File: src/rtl/dip_pkg.sv
package dip_pkg;
  localparam int REG_W   = 3;
  localparam int NUM_SRC = 2;
  localparam int UNIT_W  = 2;
  localparam int SRCS_W  = NUM_SRC * REG_W;

  typedef enum logic [UNIT_W-1:0] {
    UC_ALU = 2'd0,
    UC_FPU = 2'd1,
    UC_BRN = 2'd2,
    UC_RSV = 2'd3
  } unit_e;

  typedef struct packed {
    logic              vld;
    logic [REG_W-1:0]  dst;
    logic [SRCS_W-1:0] srcs;
    unit_e             unit;
    logic              we;
  } slot_t;

  localparam slot_t SLOT_EMPTY = '{vld: 1'b0, dst: '0, srcs: '0, unit: UC_ALU, we: 1'b0};
endpackage

File: src/rtl/dip_slot_mux.sv
module dip_slot_mux
  import dip_pkg::*;
(
  input  slot_t held,
  input  slot_t fe0,
  input  slot_t fe1,
  output slot_t older,
  output slot_t younger
);
  always_comb begin
    older   = SLOT_EMPTY;
    younger = SLOT_EMPTY;
    if (held.vld) begin
      older   = held;
      younger = fe0;
    end else if (fe0.vld) begin
      older   = fe0;
      younger = fe1;
    end else begin
      older   = fe1;
      younger = SLOT_EMPTY;
    end
  end
endmodule

File: src/rtl/dip_hazard.sv
module dip_hazard
  import dip_pkg::*;
(
  input  slot_t older,
  input  slot_t younger,
  output logic  raw_hit,
  output logic  unit_clash,
  output logic  can_pair
);
  logic [NUM_SRC-1:0] src_match;
  logic               both_vld;

  assign both_vld = older.vld & younger.vld;

  for (genvar gi = 0; gi < NUM_SRC; gi++) begin : g_src
    assign src_match[gi] = (younger.srcs[gi*REG_W +: REG_W] == older.dst);
  end

  always_comb begin
    raw_hit    = both_vld & older.we & (|src_match);
    unit_clash = both_vld & (older.unit == younger.unit);
    can_pair   = both_vld & ~raw_hit & ~unit_clash;
  end
endmodule

File: src/rtl/dip_tally.sv
module dip_tally #(
  parameter int CNT_W = 16
) (
  input  logic             clk,
  input  logic             rst_n,
  input  logic             inc_pair,
  input  logic             inc_single,
  output logic [CNT_W-1:0] pair_cnt,
  output logic [CNT_W-1:0] single_cnt
);
  logic [CNT_W-1:0] pair_nxt, single_nxt;

  always_comb begin
    pair_nxt   = pair_cnt;
    single_nxt = single_cnt;
    if (inc_pair)   pair_nxt   = pair_cnt + 1'b1;
    if (inc_single) single_nxt = single_cnt + 1'b1;
  end

  always_ff @(posedge clk or negedge rst_n) begin
    if (!rst_n) begin
      pair_cnt   <= '0;
      single_cnt <= '0;
    end else begin
      pair_cnt   <= pair_nxt;
      single_cnt <= single_nxt;
    end
  end

  a_r8_pair_step: assert property (@(posedge clk) disable iff (!rst_n)
    inc_pair |=> pair_cnt == $past(pair_cnt) + 1'b1);
  a_r8_single_step: assert property (@(posedge clk) disable iff (!rst_n)
    inc_single |=> single_cnt == $past(single_cnt) + 1'b1);
  a_r8_pair_idle: assert property (@(posedge clk) disable iff (!rst_n)
    !inc_pair |=> $stable(pair_cnt));
endmodule

File: src/rtl/dip_pair_issue.sv
module dip_pair_issue
  import dip_pkg::*;
#(
  parameter int CNT_W = 16
) (
  input  logic                      clk,
  input  logic                      rst_n,
  input  logic                      stall,
  input  logic                      in0_vld,
  input  logic [dip_pkg::REG_W-1:0]  in0_dst,
  input  logic [dip_pkg::SRCS_W-1:0] in0_srcs,
  input  logic [dip_pkg::UNIT_W-1:0] in0_unit,
  input  logic                      in0_we,
  input  logic                      in1_vld,
  input  logic [dip_pkg::REG_W-1:0]  in1_dst,
  input  logic [dip_pkg::SRCS_W-1:0] in1_srcs,
  input  logic [dip_pkg::UNIT_W-1:0] in1_unit,
  input  logic                      in1_we,
  output logic                      issue_pri,
  output logic                      issue_sec,
  output logic                      hold,
  output logic [CNT_W-1:0]          pair_cnt,
  output logic [CNT_W-1:0]          single_cnt
);
  slot_t fe0, fe1, older, younger;
  slot_t held_q, held_nxt;
  logic  raw_hit, unit_clash, can_pair;
  logic  held_en;

  always_comb begin
    fe0 = '{vld: in0_vld, dst: in0_dst, srcs: in0_srcs, unit: unit_e'(in0_unit), we: in0_we};
    fe1 = '{vld: in1_vld, dst: in1_dst, srcs: in1_srcs, unit: unit_e'(in1_unit), we: in1_we};
  end

  dip_slot_mux u_mux (
    .held    (held_q),
    .fe0     (fe0),
    .fe1     (fe1),
    .older   (older),
    .younger (younger)
  );

  dip_hazard u_haz (
    .older      (older),
    .younger    (younger),
    .raw_hit    (raw_hit),
    .unit_clash (unit_clash),
    .can_pair   (can_pair)
  );

  always_comb begin
    issue_pri = ~stall & older.vld;
    issue_sec = ~stall & can_pair;
    hold      = ~stall & older.vld & younger.vld & (raw_hit | unit_clash);
  end

  // next state of the one-entry holding register
  always_comb begin
    held_en  = ~stall;
    held_nxt = hold ? younger : SLOT_EMPTY;
  end

  always_ff @(posedge clk or negedge rst_n) begin
    if (!rst_n)       held_q <= SLOT_EMPTY;
    else if (held_en) held_q <= held_nxt;
  end

  dip_tally #(.CNT_W(CNT_W)) u_tally (
    .clk        (clk),
    .rst_n      (rst_n),
    .inc_pair   (issue_sec),
    .inc_single (issue_pri & ~issue_sec),
    .pair_cnt   (pair_cnt),
    .single_cnt (single_cnt)
  );

  a_r9_sec_needs_pri: assert property (@(posedge clk) disable iff (!rst_n)
    issue_sec |-> issue_pri);
  a_r7_stall_quiet: assert property (@(posedge clk) disable iff (!rst_n)
    stall |-> (!issue_pri && !issue_sec && !hold));
  a_r7_stall_keeps_slot: assert property (@(posedge clk) disable iff (!rst_n)
    stall |=> $stable(held_q));
  a_r5_held_goes_first: assert property (@(posedge clk) disable iff (!rst_n)
    hold |=> (stall || issue_pri));
  a_r6_lone_younger: assert property (@(posedge clk) disable iff (!rst_n)
    (!stall && !held_q.vld && !in0_vld && in1_vld) |-> (issue_pri && !issue_sec));
  a_r1_pri_on_valid: assert property (@(posedge clk) disable iff (!rst_n)
    (!stall && (in0_vld || in1_vld)) |-> issue_pri);
endmodule

File: config.mk
export PLATFORM = sky130hd
export DESIGN_NAME = dip_pair_issue
export DESIGN_NICKNAME = d
export VERILOG_FILES = /design/src/rtl/dip_pkg.sv /design/src/rtl/dip_slot_mux.sv /design/src/rtl/dip_hazard.sv /design/src/rtl/dip_tally.sv /design/src/rtl/dip_pair_issue.sv
export SDC_FILE = /design/constraint.sdc
export NUM_CORES = 1
export LEC_CHECK = 0
export BUFFER_PORTS_ARGS = -buffer_cell sky130_fd_sc_hd__buf_2
export CORE_MARGIN = 5
export CORE_UTILIZATION = 45
export CTS_BUF_LIST = sky130_fd_sc_hd__clkbuf_16
export CTS_CLUSTER_SIZE = 8
export DETAILED_ROUTE_END_ITERATION = 10
export PLACE_DENSITY = 0.74
export SLEW_MARGIN = 30
export SYNTH_ARGS = -nofsm -noshare
export SYNTH_HDL_FRONTEND = slang
export SYNTH_HIERARCHICAL = 1
export SYNTH_SLANG_ARGS = --single-unit
File: constraint.sdc
create_clock -name clk -period 4.9 [get_ports clk]
set_clock_uncertainty 0.05 [all_clocks]
set_input_delay 0.49 -clock clk [delete_from_list [all_inputs] [get_ports clk]]
set_output_delay 0.49 -clock clk [all_outputs]
set_load 0.02 [all_outputs]
==> results of run 1 <==
-- sequential cells by signal (all words and copies together), names as in the netlist --
register	count
u_tally/pair_cnt	16
u_tally/single_cnt	16
held_q	7
-- layer usage --
layer | GRT usage (%) | routed length, µm | vias up
li1 | - | - | 815
met1 | 17.9 | 1910 | 805
met2 | 27.8 | 2320 | 36
met3 | 3.90 | 211 | 2
met4 | 4.37 | 22 | 0
met5 | 0 | 0 | -
-- critical path: stages (launching register included) --
cell      delay, ns
dfrtp_1        0.87
nor2b_4        0.17
a22o_1         0.24
xnor2_1        0.13
nand4_1        0.12
nor4bb_1       0.35
nor2b_1        0.42
and4_1         0.33
nand3_1        0.19
nor3_1         0.29
xor2_1         0.17
-- layout make-up --
cell class	count	area (µm²)	area share, %
multi-input combinational	144	1050	41.0
sequential	39	976	38.2
timing repair buffer	64	325	12.7
clock buffer	5	125	4.90
tap	54	67.6	2.65
clock inverter	3	12.5	0.490
-- path summary, 6_finish.rpt --
kind	slack, ns	from	endpoint	cells after the start
worst min register to register	0.42	u_tally/single_cnt[15]	u_tally/single_cnt[15]	1
min in group clk	0.42	u_tally/single_cnt[15]	u_tally/single_cnt[15]	1
max in group asynchronous	4.34	rst_n	u_tally/single_cnt[11]	1
worst min-delay path	0.13	rst_n	u_tally/pair_cnt[5]	1
worst max-delay path	1.50	held_q[12]	u_tally/pair_cnt[14]	10
worst max register to register	1.50	held_q[12]	u_tally/pair_cnt[14]	10
-- power groups by stage --
stage          Clock, W  Combinational [W]  Sequential (W)
3_3_place_gp          0           0.000206        0.000421
3_5_place_dp          0           0.000210        0.000424
5_1_grt        0.000317           0.000231        0.000426
6_report       0.000293           0.000208        0.000417
2_1_floorplan         0          0.0000933        0.000456
4_1_cts        0.000303           0.000211        0.000419
-- per-stage QoR --
| stage | worst slack [ns] | util (%) | total power, W | hold slack (ns) |
|---|---|---|---|---|
| detailed placement | 1.52 | 52.1 | 0.000633 | 0.410 |
| CTS | 1.48 | 55.1 | 0.000933 | 0.307 |
| finish | 1.50 | 55.2 | 0.000919 | 0.128 |
| global placement | 1.55 | 52.1 | 0.000627 | 0.405 |
| global route | 1.12 | 55.2 | 0.000974 | 0.177 |
| floorplan | 1.78 | - | 0.000550 | 0.144 |
==> impl_metrics.tcl, run 1 <==
set metrics [dict create \
    run_status "finished, final reports clean" \
    io_pins 64 \
    critPathKind "flop to flop" \
    layout_min_cycle_time_ns 3.40 \
    antenna_left 0 \
    cellLeakagePower_nw 1.33 \
    coreArea_mm2 0.00463 \
    power_frac_clock_pct 31.9 \
    clock_latency_ns 0.27 \
    routedWlPerCell_um 14.5 \
    grt.overflow.total 0 \
    switching_power_w 0.000286 \
    grt_max_degree 40 \
    grt_pass1_vias 1719 \
    crit_path_max_fanout 30 \
    p_sw_share_pct 31.2 \
    p_comb_share_pct 22.7 \
    slew_headroom_pct 45.4 \
    htreeDepth 2 \
    drv_slew 0 \
    cp.required_ns 5.04 \
    fill_cells 413 \
    n_antenna_cell 0 \
    tightestPinTransition_ns 0.819 \
    syn-num-nets 225 \
    drive_gt1_share_pct 30.6 \
    p_int_w 0.000632 \
    endpoint_kind "flop" \
    vias 1658 \
    clk_pin_slew_worst_paths_ns 0.05 \
    final_cell_mix "62 x buf_2, 39 x dfrtp_1, 22 x nand2_1" \
    track_usage_pct 15.4 \
    layout_commonest_cell "buf_2" \
    hold_viol_final 0 \
    period_share_pct 69.4 \
    cts_hold_buf 0 \
    syn_area_mm2 0.00212 \
    fmax_mhz 294 \
    cts-resized-gates 0 \
    ir_worst_vdd_v 0.000276 \
    start_util_pct 45.7 \
    dp_cells 301 \
    routed_wl_um 4470 \
    antenna_found_initial 0 \
    synth_warnings 6 \
    core.rowCount 25 \
    root_buffer "clkbuf_16" \
    dr.pass1.iters 4 \
    maxCapViolCount 0 \
    clock_sinks 39 \
    drc 0 \
    die_y_um 78.6 \
    port_buffers 63 \
    viasPerCell 5.37 \
    cts_setup_buffers 0 \
    cts_tree "yes" \
    rsz0062_at_grt "no" \
    chipWidth_um 78.6 \
    place.gp.congestion 0.787 \
    hp-class "input port to asynchronous set/reset pin" \
    pwr-share-seq_pct 45.4 \
    layout.nets 285 \
    hpwlAfterDp_um 3330 \
    syn_avg_cell_area_um2 10.9 \
    dieArea_mm2 0.00617 \
    flow.area_growth_from_synthesis_pct 20.7 \
    fin_cells 309 \
    drt_iter0_drc 44 \
    placed_area_mm2 0.00241 \
    clock_tree.buffer_depth 2 \
    start_kind "flop" \
    arrival_ns 3.54 \
    syn_inst 194 \
    cts_buffers 5 \
    grt_pass1_wl_um 7650 \
    fin_setup_tns_ns 0 \
    setup_viol 0 \
    p_per_area_mw_per_mm2 360 \
    design_area_mm2 0.00255 \
]
Power figures use the tool's default switching activity.
==> inputs of run 2 (changes only) <==
--- a/config.mk
+++ b/config.mk
@@ -5,13 +5,14 @@
 export SDC_FILE = /design/constraint.sdc
 export NUM_CORES = 1
 export LEC_CHECK = 0
+export ABC_AREA = 1
 export BUFFER_PORTS_ARGS = -buffer_cell sky130_fd_sc_hd__buf_2
 export CORE_MARGIN = 5
 export CORE_UTILIZATION = 45
 export CTS_BUF_LIST = sky130_fd_sc_hd__clkbuf_16
 export CTS_CLUSTER_SIZE = 8
 export DETAILED_ROUTE_END_ITERATION = 10
-export PLACE_DENSITY = 0.74
+export PLACE_DENSITY = 0.72
 export SLEW_MARGIN = 30
 export SYNTH_ARGS = -nofsm -noshare
 export SYNTH_HDL_FRONTEND = slang
==> constraint.sdc (replaced) <==
create_clock -name clk -period 3.35 [get_ports clk]
set_clock_uncertainty 0.05 [all_clocks]
set_input_delay 0.335 -clock clk [delete_from_list [all_inputs] [get_ports clk]]
set_output_delay 0.335 -clock clk [all_outputs]
set_load 0.02 [all_outputs]
==> impl_metrics.tcl, run 2 <==
set metrics [dict create \
    run_status "complete, but fails checks" \
    violations "hold timing" \
    drt_iter0_drc 57 \
    clock_latency_ns 0.27 \
    rsz0062_at_grt "no" \
    path_buf_inv 3 \
    drv_slew 0 \
    htreeDepth 2 \
    start_kind "flop" \
    cpMaxStageDelayCell "dfrtp_1" \
    worstPathCellList "inv_4, nand2_2, o21ai_0, xnor2_1, nand3_1, nand2_1, a21oi_2, inv_1, nor2_1, buf_2" \
    syn_inst 380 \
    flow.area_growth_from_synthesis_pct 16.9 \
    port_buffers 63 \
    layout_commonest_cell "nand2_1" \
    wl_met3_um 233 \
    clock_sinks 39 \
    finalCoreUtilization_pct 53.4 \
    routedWlPerCell_um 10.8 \
    clock_tree.buffer_depth 2 \
    crit_path_max_fanout 12 \
    hpwlAfterDp_um 4360 \
    cts_buffers 5 \
    fmax_mhz 357 \
    endpoint_kind "output port" \
    maxUsedRoutingLayer "met4" \
    clk_pin_slew_worst_paths_ns 0.06 \
    cts_tree "yes" \
    dr.pass1.iters 4 \
    dieArea_mm2 0.00754 \
    io_pins 64 \
    cellLeakagePower_nw 1.74 \
    final_cell_mix "132 x nand2_1, 64 x inv_1, 62 x buf_2" \
    drc 0 \
    die_y_um 86.9 \
    n_antenna_cell 0 \
    chipWidth_um 86.9 \
    antenna_found_initial 0 \
    track_usage_pct 15.9 \
    layout.nets 471 \
    whs_ns -0.0201 \
    cts-resized-gates 0 \
    ir_worst_vdd_v 0.000358 \
    grt.overflow.total 0 \
    design_area_mm2 0.00311 \
    viasPerCell 4.70 \
    cp.required_ns 2.96 \
    placed_area_mm2 0.00297 \
    fin_setup_tns_ns 0 \
    arrival_ns 2.42 \
    critPathKind "flop to output port" \
    root_buffer "clkbuf_16" \
    setup_viol 0 \
    grt_pass1_vias 2383 \
    routed-wl-met2_um 2730 \
    period_share_pct 83.6 \
    drive_gt1_share_pct 22.9 \
    hold_viol_final 38 \
    vias 2426 \
    syn_avg_cell_area_um2 6.99 \
    tightestPinTransition_ns 0.503 \
    critical_path.top_delay_family "simple AND/OR/NAND/NOR gates" \
    hp-class "input port to asynchronous set/reset pin" \
    core.rowCount 28 \
    critPathLaunch "held_q[12]" \
    grt_pass1_wl_um 9800 \
    slew_headroom_pct 66.5 \
    syn_area_mm2 0.00266 \
    p_per_area_mw_per_mm2 451 \
    start_util_pct 45.7 \
    place.gp.congestion 0.806 \
    cts_hold_buf 0 \
    top_regs "u_tally/pair_cnt (16), u_tally/single_cnt (16), held_q (7)" \
    dp_slack_ns 0.577 \
    slowest_delay_ns 0.40 \
    synth_warnings 6 \
    syn-num-nets 411 \
    fin_ws_ns 0.548 \
    wl_met1_um 2570 \
    grt_max_degree 40 \
    antenna_left 0 \
    totalPowerFinal_w 0.00140 \
    cts_setup_buffers 0 \
    coreArea_mm2 0.00582 \
    maxCapViolCount 0 \
    timing.rr.start "held_q[12]" \
    routed_wl_um 5560 \
    layout_min_cycle_time_ns 2.80 \
]
## run 2: cell types whose count changed in the layout (fill, tap and decap cells not counted), sizes merged, moves of 4 or more
cell    delta
a22o      -11
inv       +68
and4       -5
a32o       -6
o21ai      +5
nand3     +20
mux2i      -6
nor2      +33
nand3b     +4
nor2b      -4
nand2    +115
xnor2     -11
xor2       -8
## run 2: worst paths after layout
path                                         to  slack [ns]  depth (start not counted)
min in group clk                     held_q[11]        0.36                          5
hold reg to reg                      held_q[11]        0.43                          2
setup reg to reg           u_tally/pair_cnt[14]        0.62                         16
hold / removal             u_tally/pair_cnt[12]       -0.02                          1
max in group asynchronous   u_tally/pair_cnt[4]        2.92                          1
setup / recovery                      issue_sec        0.55                         10
## run 2: layer usage
layer | vias to the layer above | GRT usage, %
li1 | 1269 | -
met1 | 1119 | 20.0
met2 | 36 | 27.7
met3 | 2 | 3.78
met4 | 0 | 3.40
met5 | - | 0
## run 2: worst reg2reg max path, stage by stage (launching register included)
cell     delay, ns
dfrtp_1       0.40
inv_4         0.11
nand2_2       0.18
o21ai_0       0.37
xnor2_1       0.12
nand3_1       0.10
nand2_1       0.07
a21oi_2       0.12
inv_1         0.05
nor2_1        0.37
nand2_2       0.15
nor2_4        0.17
nand2_2       0.10
nor2_4        0.10
nand3_1       0.07
nand2_1       0.07
inv_1         0.04
## run 2: power breakdown
group	total [W]	internal [W]	switching (W)
clock	0.000440	0.000268	0.000172
combinational	0.000347	0.000129	0.000217
sequential	0.000614	0.000531	0.0000838
total	0.00140	0.000928	0.000473
## run 2: stage by stage
step / cells / hold slack, ns
floorplan: 380 / -0.0106
global placement: 508 / 0.413
detailed placement: 508 / 0.420
CTS: 516 / 0.170
global route: 516 / 0.0315
finish: 516 / -0.0201
## run 2: area by class of cell
class | count | area [µm²]
Sequential cell | 39 | 976
Tap cell | 75 | 93.8
Clock inverter | 3 | 11.3
Multi-Input combinational cell | 260 | 1310
Inverter | 69 | 262
Clock buffer | 5 | 125
Timing Repair Buffer | 65 | 333
Fill cell | 607 | 2710
